`config.mk`:
```
export PLATFORM = sky130hd
export DESIGN_NAME = vec_intc
export DESIGN_NICKNAME = d
export VERILOG_FILES = /design/src/rtl/vec_intc_pkg.sv /design/src/rtl/vec_intc_tree.sv /design/src/rtl/vec_intc_vram.sv /design/src/rtl/vec_intc_cfg.sv /design/src/rtl/vec_intc.sv
export SDC_FILE = /design/constraint.sdc
export NUM_CORES = 2
export LEC_CHECK = 0
export BUFFER_PORTS_ARGS = -buffer_cell sky130_fd_sc_hd__buf_4
export CORE_ASPECT_RATIO = 1.2
export CORE_MARGIN = 8
export CORE_UTILIZATION = 40
export DETAILED_ROUTE_END_ITERATION = 10
export SYNTH_ARGS = -nofsm -noshare
export SYNTH_HDL_FRONTEND = slang
export SYNTH_SLANG_ARGS = --single-unit
```
`constraint.sdc`:
```
create_clock -name clk -period 12.2 [get_ports clk]
set_clock_uncertainty 0.2 [all_clocks]
set_input_delay 0.61 -clock clk [delete_from_list [all_inputs] [get_ports clk]]
set_output_delay 0.61 -clock clk [all_outputs]
set_load 0.05 [all_outputs]
```
`src/rtl/vec_intc_pkg.sv`:
```
package vec_intc_pkg;
   // Register byte offsets inside the low 256-byte window
   localparam logic [7:0] OFS_CTRL    = 8'h00;
   localparam logic [7:0] OFS_MASK    = 8'h04;
   localparam logic [7:0] OFS_ENNUM   = 8'h08;
   localparam logic [7:0] OFS_DISNUM  = 8'h0C;
   localparam logic [7:0] OFS_TYPE_HI = 8'h10;
   localparam logic [7:0] OFS_TYPE_LO = 8'h14;
   localparam logic [7:0] OFS_PRIO0   = 8'h20;
   localparam logic [7:0] OFS_NSTAT   = 8'h40;
   localparam logic [7:0] OFS_FSTAT   = 8'h44;
   // Bit that separates the register window from the vector table
   localparam int VEC_SEL_BIT = 8;

   typedef enum logic {SRC_NORMAL = 1'b0, SRC_FAST = 1'b1} src_class_e;
endpackage

```
`src/rtl/vec_intc_tree.sv`:
```
// Pairwise maximum tree: returns the largest key among valid leaves.
module vec_intc_tree #(
   parameter int N     = 64,
   parameter int KEY_W = 10
) (
   input  logic [N-1:0]       leaf_v,
   input  logic [N*KEY_W-1:0] leaf_key,
   output logic               win_v,
   output logic [KEY_W-1:0]   win_key
);
   localparam int LVLS = (N > 1) ? $clog2(N) : 1;
   localparam int NP   = 1 << LVLS;

   for (genvar l = 0; l <= LVLS; l++) begin : g_lvl
      logic [KEY_W:0] nd [NP >> l];
      if (l == 0) begin : g_leaf
         for (genvar i = 0; i < NP; i++) begin : g_in
            if (i < N) begin : g_real
               assign nd[i] = {leaf_v[i], leaf_v[i] ? leaf_key[i*KEY_W +: KEY_W] : {KEY_W{1'b0}}};
            end else begin : g_pad
               assign nd[i] = '0;
            end
         end
      end else begin : g_node
         for (genvar i = 0; i < (NP >> l); i++) begin : g_cmp
            assign nd[i] = (g_lvl[l-1].nd[2*i+1] > g_lvl[l-1].nd[2*i]) ?
                           g_lvl[l-1].nd[2*i+1] : g_lvl[l-1].nd[2*i];
         end
      end
   end

   assign win_v   = g_lvl[LVLS].nd[0][KEY_W];
   assign win_key = g_lvl[LVLS].nd[0][KEY_W-1:0];
endmodule

```
`src/rtl/vec_intc_vram.sv`:
```
// Handler address table: one write port, two combinational read ports.
module vec_intc_vram #(
   parameter int DEPTH  = 64,
   parameter int DATA_W = 32,
   localparam int IDX_W = $clog2(DEPTH)
) (
   input  logic              clk,
   input  logic              we,
   input  logic [IDX_W-1:0]  waddr,
   input  logic [DATA_W-1:0] wdata,
   input  logic [IDX_W-1:0]  raddr_a,
   output logic [DATA_W-1:0] rdata_a,
   input  logic [IDX_W-1:0]  raddr_b,
   output logic [DATA_W-1:0] rdata_b
);
   logic [DATA_W-1:0] mem [DEPTH];

   always_ff @(posedge clk) begin
      if (we) mem[waddr] <= wdata;
   end

   assign rdata_a = mem[raddr_a];
   assign rdata_b = mem[raddr_b];
endmodule

```
`src/rtl/vec_intc_cfg.sv`:
```
// Per-source enable, class and priority storage plus control and mask.
module vec_intc_cfg
   import vec_intc_pkg::*;
#(
   parameter int NUM_SRC = 64,
   parameter int PRIO_W  = 4,
   parameter int DATA_W  = 32
) (
   input  logic                      clk,
   input  logic                      rst_n,
   input  logic                      wr_en,
   input  logic [7:0]                ofs,
   input  logic [DATA_W-1:0]         wdata,
   output logic [DATA_W-1:0]         rdata,
   output logic [NUM_SRC-1:0]        en_vec,
   output logic [NUM_SRC-1:0]        fiq_vec,
   output logic [NUM_SRC*PRIO_W-1:0] prio_flat,
   output logic                      vec_mode,
   output logic [PRIO_W:0]           mask_q
);
   localparam int PER_REG   = DATA_W / PRIO_W;
   localparam int PRIO_REGS = NUM_SRC / PER_REG;

   logic [63:0] fiq_pad;
   assign fiq_pad = 64'(fiq_vec);

   always_ff @(posedge clk or negedge rst_n) begin
      if (!rst_n) begin
         vec_mode <= 1'b0;
         mask_q   <= '0;
      end else if (wr_en) begin
         if (ofs == OFS_CTRL) vec_mode <= wdata[0];
         if (ofs == OFS_MASK) mask_q   <= wdata[PRIO_W:0];
      end
   end

   for (genvar n = 0; n < NUM_SRC; n++) begin : g_src
      localparam logic [7:0] TYPE_OFS = (n >= 32) ? OFS_TYPE_HI : OFS_TYPE_LO;
      localparam int         PREG     = PRIO_REGS - 1 - (n / PER_REG);
      localparam logic [7:0] PRIO_OFS = 8'(int'(OFS_PRIO0) + 4 * PREG);
      localparam int         NIB      = (n % PER_REG) * PRIO_W;

      always_ff @(posedge clk or negedge rst_n) begin
         if (!rst_n) begin
            en_vec[n]                      <= 1'b0;
            fiq_vec[n]                     <= SRC_NORMAL;
            prio_flat[n*PRIO_W +: PRIO_W]  <= '0;
         end else if (wr_en) begin
            if (ofs == OFS_ENNUM  && wdata == DATA_W'(n)) en_vec[n] <= 1'b1;
            if (ofs == OFS_DISNUM && wdata == DATA_W'(n)) en_vec[n] <= 1'b0;
            if (ofs == TYPE_OFS) fiq_vec[n] <= wdata[n % 32];
            if (ofs == PRIO_OFS) prio_flat[n*PRIO_W +: PRIO_W] <= wdata[NIB +: PRIO_W];
         end
      end
   end

   always_comb begin
      rdata = '0;
      case (ofs)
         OFS_CTRL:    rdata[0]        = vec_mode;
         OFS_MASK:    rdata[PRIO_W:0] = mask_q;
         OFS_TYPE_LO: rdata           = DATA_W'(fiq_pad[31:0]);
         OFS_TYPE_HI: rdata           = DATA_W'(fiq_pad[63:32]);
         default: begin
            for (int k = 0; k < PRIO_REGS; k++) begin
               if (ofs == 8'(int'(OFS_PRIO0) + 4 * k)) begin
                  for (int j = 0; j < PER_REG; j++) begin
                     rdata[j*PRIO_W +: PRIO_W] =
                        prio_flat[((PRIO_REGS - 1 - k) * PER_REG + j) * PRIO_W +: PRIO_W];
                  end
               end
            end
         end
      endcase
   end
endmodule

```
`src/rtl/vec_intc.sv`:
```
module vec_intc
   import vec_intc_pkg::*;
#(
   parameter int NUM_SRC = 64,
   parameter int PRIO_W  = 4,
   parameter int DATA_W  = 32,
   parameter int ADDR_W  = 9
) (
   input  logic               clk,
   input  logic               rst_n,
   input  logic               bus_sel,
   input  logic               bus_wr,
   input  logic [ADDR_W-1:0]  bus_addr,
   input  logic [DATA_W-1:0]  bus_wdata,
   output logic [DATA_W-1:0]  bus_rdata,
   input  logic [NUM_SRC-1:0] src_i,
   output logic               irq_req,
   output logic               fiq_req,
   output logic [DATA_W-1:0]  irq_vector
);
   localparam int SRC_W  = $clog2(NUM_SRC);
   localparam int KEY_W  = PRIO_W + SRC_W;
   localparam int HALF_W = DATA_W / 2;

   if (NUM_SRC % 32 != 0 || NUM_SRC < 32 || NUM_SRC > 64) begin : g_bad_src
      $error("vec_intc: NUM_SRC must be 32 or 64");
   end
   if (DATA_W != 32 || DATA_W % PRIO_W != 0) begin : g_bad_data
      $error("vec_intc: DATA_W must be 32 and a multiple of PRIO_W");
   end
   if (ADDR_W < VEC_SEL_BIT + 1) begin : g_bad_addr
      $error("vec_intc: ADDR_W too small for the vector table");
   end

   // Bus decode
   logic       reg_hit, vec_hit, wr_en;
   logic [7:0] ofs;
   assign reg_hit = (bus_addr[ADDR_W-1:VEC_SEL_BIT] == '0);
   assign vec_hit = (bus_addr[ADDR_W-1:VEC_SEL_BIT] == (ADDR_W-VEC_SEL_BIT)'(1));
   assign wr_en   = bus_sel && bus_wr;
   assign ofs     = {bus_addr[7:2], 2'b00};

   // Configuration storage
   logic [NUM_SRC-1:0]        en_vec, fiq_vec;
   logic [NUM_SRC*PRIO_W-1:0] prio_flat;
   logic                      vec_mode;
   logic [PRIO_W:0]           mask_q;
   logic [DATA_W-1:0]         cfg_rdata;

   vec_intc_cfg #(.NUM_SRC(NUM_SRC), .PRIO_W(PRIO_W), .DATA_W(DATA_W)) u_cfg (
      .clk(clk), .rst_n(rst_n), .wr_en(wr_en && reg_hit), .ofs(ofs),
      .wdata(bus_wdata), .rdata(cfg_rdata), .en_vec(en_vec), .fiq_vec(fiq_vec),
      .prio_flat(prio_flat), .vec_mode(vec_mode), .mask_q(mask_q)
   );

   // Leaf qualification
   logic [NUM_SRC-1:0]       irq_elig, fiq_elig;
   logic [NUM_SRC*KEY_W-1:0] irq_keys;
   logic [NUM_SRC*SRC_W-1:0] fiq_keys;

   for (genvar n = 0; n < NUM_SRC; n++) begin : g_leaf
      logic [PRIO_W-1:0] p;
      logic              over_mask;
      assign p         = prio_flat[n*PRIO_W +: PRIO_W];
      assign over_mask = $signed({1'b0, p}) > $signed(mask_q);
      assign irq_elig[n] = src_i[n] && en_vec[n] && (fiq_vec[n] == SRC_NORMAL) && over_mask;
      assign fiq_elig[n] = src_i[n] && en_vec[n] && (fiq_vec[n] == SRC_FAST);
      assign irq_keys[n*KEY_W +: KEY_W] = {p, SRC_W'(n)};
      assign fiq_keys[n*SRC_W +: SRC_W] = SRC_W'(n);
   end

   // Arbitration
   logic             irq_win_v, fiq_win_v;
   logic [KEY_W-1:0] irq_win_key;
   logic [SRC_W-1:0] fiq_win_key;

   vec_intc_tree #(.N(NUM_SRC), .KEY_W(KEY_W)) u_irq_tree (
      .leaf_v(irq_elig), .leaf_key(irq_keys), .win_v(irq_win_v), .win_key(irq_win_key)
   );
   vec_intc_tree #(.N(NUM_SRC), .KEY_W(SRC_W)) u_fiq_tree (
      .leaf_v(fiq_elig), .leaf_key(fiq_keys), .win_v(fiq_win_v), .win_key(fiq_win_key)
   );

   logic              win_v_q, fiq_v_q;
   logic [SRC_W-1:0]  win_idx_q, fiq_idx_q;
   logic [PRIO_W-1:0] win_prio_q;

   always_ff @(posedge clk or negedge rst_n) begin
      if (!rst_n) begin
         win_v_q    <= 1'b0;
         win_idx_q  <= '0;
         win_prio_q <= '0;
         fiq_v_q    <= 1'b0;
         fiq_idx_q  <= '0;
      end else begin
         win_v_q    <= irq_win_v;
         win_idx_q  <= irq_win_key[SRC_W-1:0];
         win_prio_q <= irq_win_key[KEY_W-1:SRC_W];
         fiq_v_q    <= fiq_win_v;
         fiq_idx_q  <= fiq_win_key;
      end
   end

   // Vector table
   logic [DATA_W-1:0] vram_bus, vram_win;

   vec_intc_vram #(.DEPTH(NUM_SRC), .DATA_W(DATA_W)) u_vram (
      .clk(clk), .we(wr_en && vec_hit), .waddr(bus_addr[SRC_W+1:2]), .wdata(bus_wdata),
      .raddr_a(bus_addr[SRC_W+1:2]), .rdata_a(vram_bus),
      .raddr_b(win_idx_q), .rdata_b(vram_win)
   );

   // Status words and read mux
   logic [DATA_W-1:0] nstat, fstat;
   assign nstat = win_v_q ? {HALF_W'(win_idx_q), HALF_W'(win_prio_q)} : '1;
   assign fstat = fiq_v_q ? DATA_W'(fiq_idx_q) : '1;

   always_comb begin
      bus_rdata = '0;
      if (bus_sel) begin
         if (vec_hit)                 bus_rdata = vram_bus;
         else if (reg_hit) begin
            if (ofs == OFS_NSTAT)      bus_rdata = nstat;
            else if (ofs == OFS_FSTAT) bus_rdata = fstat;
            else                       bus_rdata = cfg_rdata;
         end
      end
   end

   assign irq_req    = win_v_q;
   assign fiq_req    = fiq_v_q;
   assign irq_vector = (vec_mode && win_v_q) ? vram_win : '0;
endmodule

```
==> flow_summary.json <==
{
  "synth-main-ff-cell": "edfxtp_1",
  "rows": 235,
  "setup_slack_ps": -33.93,
  "dpl_cell_area_mm2": 0.1515,
  "finalSetupViolCount": 6,
  "drt-initial-drc-count": 13110,
  "path_clk_slew_ps": 60,
  "synthTopCellsByArea": "edfxtp_1 (45%), mux4_2 (22%), dfrtp_1 (7.4%)",
  "worstSetupPathType": "reg2reg",
  "viasPerCell": 6.431,
  "cts_buffers": 270,
  "hold_viol_final": 0,
  "required_ps": 12700,
  "drv_slew": 0,
  "clk_latency_ps": 850,
  "ys_seq_elements": 2456,
  "min_path_type": "in2reg",
  "slowest_stage": "mux2i_1",
  "max_stage_delay_ps": 480,
  "cp.buffers_inverters": 15,
  "track_usage_pct": 27.63,
  "synthMuxAreaShare_pct": 25.72,
  "route.detailed.drc": 0,
  "hold_ws_ps": 56.79,
  "area_growth_pct": 20.17,
  "initial_core_util_pct": 40.20,
  "violations": "setup timing",
  "detailed_place_hpwl_um": 342700,
  "cpMostUsedCell": "buf_4",
  "synth.distinct_cells": 120,
  "cts_sinks": 2456,
  "drive_gt1_share_pct": 39.92,
  "fin_util_pct": 48.31,
  "dieHeight_um": 657.7,
  "vias": 95790,
  "grt_max_degree": 141,
  "fin_nets": 11050,
  "slew_headroom_pct": 7.578,
  "layout_commonest_cell": "edfxtp_1",
  "worst_slew_pin_slew_ps": 1376,
  "p_leak_nw": 59.57,
  "grt_overflow": 0,
  "clkPwrFrac_pct": 43.4,
  "ios": 175,
  "seq_power_share_pct": 48.9,
  "clockBufferDepth": 4,
  "htreeDepth": 5,
  "chipWidth_um": 550.7,
  "drt_wl_total_um": 517300,
  "syn_inst": 8956,
  "avgRoutedWirePerCell_um": 34.73,
  "end_kind": "flip-flop",
  "grt_pass1_wl_um": 717500,
  "synth_edf_count": 2048,
  "core_mm2": 0.3414,
  "synth_top_area_share_pct": 44.81,
  "io_buffers": 172,
  "root_buffer": "clkbuf_16",
  "rsz0062_at_grt": "yes",
  "grt_pass1_vias": 97010,
  "yosys.area_share.adder_pct": 6.947,
  "yosys.area_share.simple_pct": 5.636,
  "period_share_pct": 100.3,
  "layout_common_cells": "edfxtp_1 (2048), buf_4 (1346), mux4_2 (1334)",
  "path_max_fanout": 8,
  "synth_area_per_cell_um2": 15.32,
  "synth_compound_area_share_pct": 6.833,
  "dieArea_mm2": 0.3622,
  "synth_area_mm2": 0.1372,
  "irDropWorstVdd_mv": 0.1143,
  "p_total_mw": 18.94,
  "worstPathArrival_ps": 12730,
  "powerDensity_mw_per_mm2": 114.9,
  "yosysTopAreaCell": "edfxtp_1",
  "antenna_left": 0,
  "globalplace.congestion": 1.042,
  "cts_tree": "done",
  "async_flop_share_pct": 16.61,
  "min_period_ps": 12230,
  "intPower_mw": 14.47,
  "yosysWarnings": 0,
  "clock.fmax_mhz": 81.74,
  "power.share.combinational_pct": 7.7,
  "ys_seq_area_share_pct": 52.25,
  "status": "finished, violations left",
  "drv_cap": 0,
  "tns_ps": -97.89,
  "drt_pass1_iterations": 10,
  "postSynthNetCount": 9827,
  "design_area_mm2": 0.1649,
  "path_delay_family": "compound AO/OA/AOI/OAI gates",
  "antenna_found_initial": 54,
  "synth_top_family_by_area": "multiplexers",
  "startpoint_type": "flip-flop",
  "sw_frac_of_total_pct": 23.62,
  "p_sw_mw": 4.474,
  "synth_xor_xnor_area_share_pct": 0.06382
}
## cells in the mapped netlist (69+ instances only)
cell type  instances
edfxtp_1        2048
inv_1            404
mux2_2           347
nand4_1           74
o21ai_0          274
nor2_1           399
and2_1            80
ha_1             762
buf_1            134
a31oi_1           72
o21a_1            69
a21oi_1          402
a21o_1            95
mux2i_1          118
nand2_1          525
dfrtp_1          408
nand3_1          116
clkbuf_1         330
mux4_2          1334
nor2b_1          134
## through the flow
| stage | setup WS (ps) | cells |
|---|---|---|
| 2_1_floorplan | -583.8 | 8956 |
| 3_3_place_gp | -659.6 | 14230 |
| 3_5_place_dp | -1010 | 14230 |
| 4_1_cts | -8.066 | 14780 |
| 5_1_grt | -471.9 | 14880 |
| 6_report | -33.93 | 14900 |
## cells by family after synthesis
logic type / Yosys count
adder cells (fa/ha/maj): 762
XOR/XNOR: 10
buffers and inverters: 901
multiplexers: 1810
AND/OR/NAND/NOR: 1604
AO/OA/AOI/OAI: 1413
flip-flops: 2456
## final timing paths
path,to,depth (start not counted),slack [ps],from
min in group asynchronous,u_cfg.en_vec[44],2,260,rst_n
worst max register to register,win_idx_q[3],62,-30,u_cfg.mask_q[3]
worst max-delay path,win_idx_q[3],62,-30,u_cfg.mask_q[3]
max in group asynchronous,u_cfg.prio_flat[59],4,9250,rst_n
worst min register to register,u_cfg.prio_flat[116],1,350,u_cfg.prio_flat[116]
worst min-delay path,u_vram.mem[41][22],1,60,bus_wdata[22]
## worst reg2reg max path, delay by kind of cell, from the launching register on
| kind | cells | cell delay (ps) |
|---|---|---|
| buffers and inverters | 15 | 1930 |
| adder cells (fa/ha/maj) | 7 | 1640 |
| AO/OA/AOI/OAI | 18 | 3350 |
| multiplexers | 5 | 1810 |
| AND/OR/NAND/NOR | 17 | 2750 |
| flip-flops | 1 | 390 |
## per-layer routing
metal  vias to the layer above  GRT usage (%)  share of wire (%)
li1                      38880              -                  -
met1                     49840          34.14                 35
met2                      5662          44.75                 47
met3                      1403          6.182                 10
met4                        18          15.99                7.3
met5                         -              0              0.023
## layout make-up
cell class	instances	area, µm²
Inverter	415	1585
Clock buffer	335	7430
Fill cell	28680	176500
Multi-Input combinational cell	5602	65870
Sequential cell	2456	71740
Tap cell	4503	5634
Antenna cell	20	50.05
Clock inverter	134	1247
Timing Repair Buffer	1430	11360
## registers in the layout, indices dropped and copies added, names as in the netlist, 4 cells and up
signal	cells
u_vram.mem	2048
u_cfg.prio_flat	256
u_cfg.en_vec	64
u_cfg.fiq_vec	64
fiq_idx_q	6
win_idx_q	6
u_cfg.mask_q	5
win_prio_q	4
## power by group through the flow
stage          sequential [mW]  clock (mW)  combinational (mW)
2_1_floorplan             9.39           0               0.688
3_3_place_gp              9.43           0                1.33
3_5_place_dp              9.43           0                1.37
4_1_cts                   9.26        8.30                1.40
5_1_grt                   9.26        8.60                1.51
6_report                  9.26        8.22                1.46
## what timing repair did
action	4_1_cts	5_1_grt
resized for setup	218	452
cloned	4	8
hold buffers	16	0
setup buffers	61	86
setup endpoints to repair	11	11
endpoints found under the hold margin	439	0
pin swaps	55	188
Note: power is estimated with default switching activity, not from simulation.
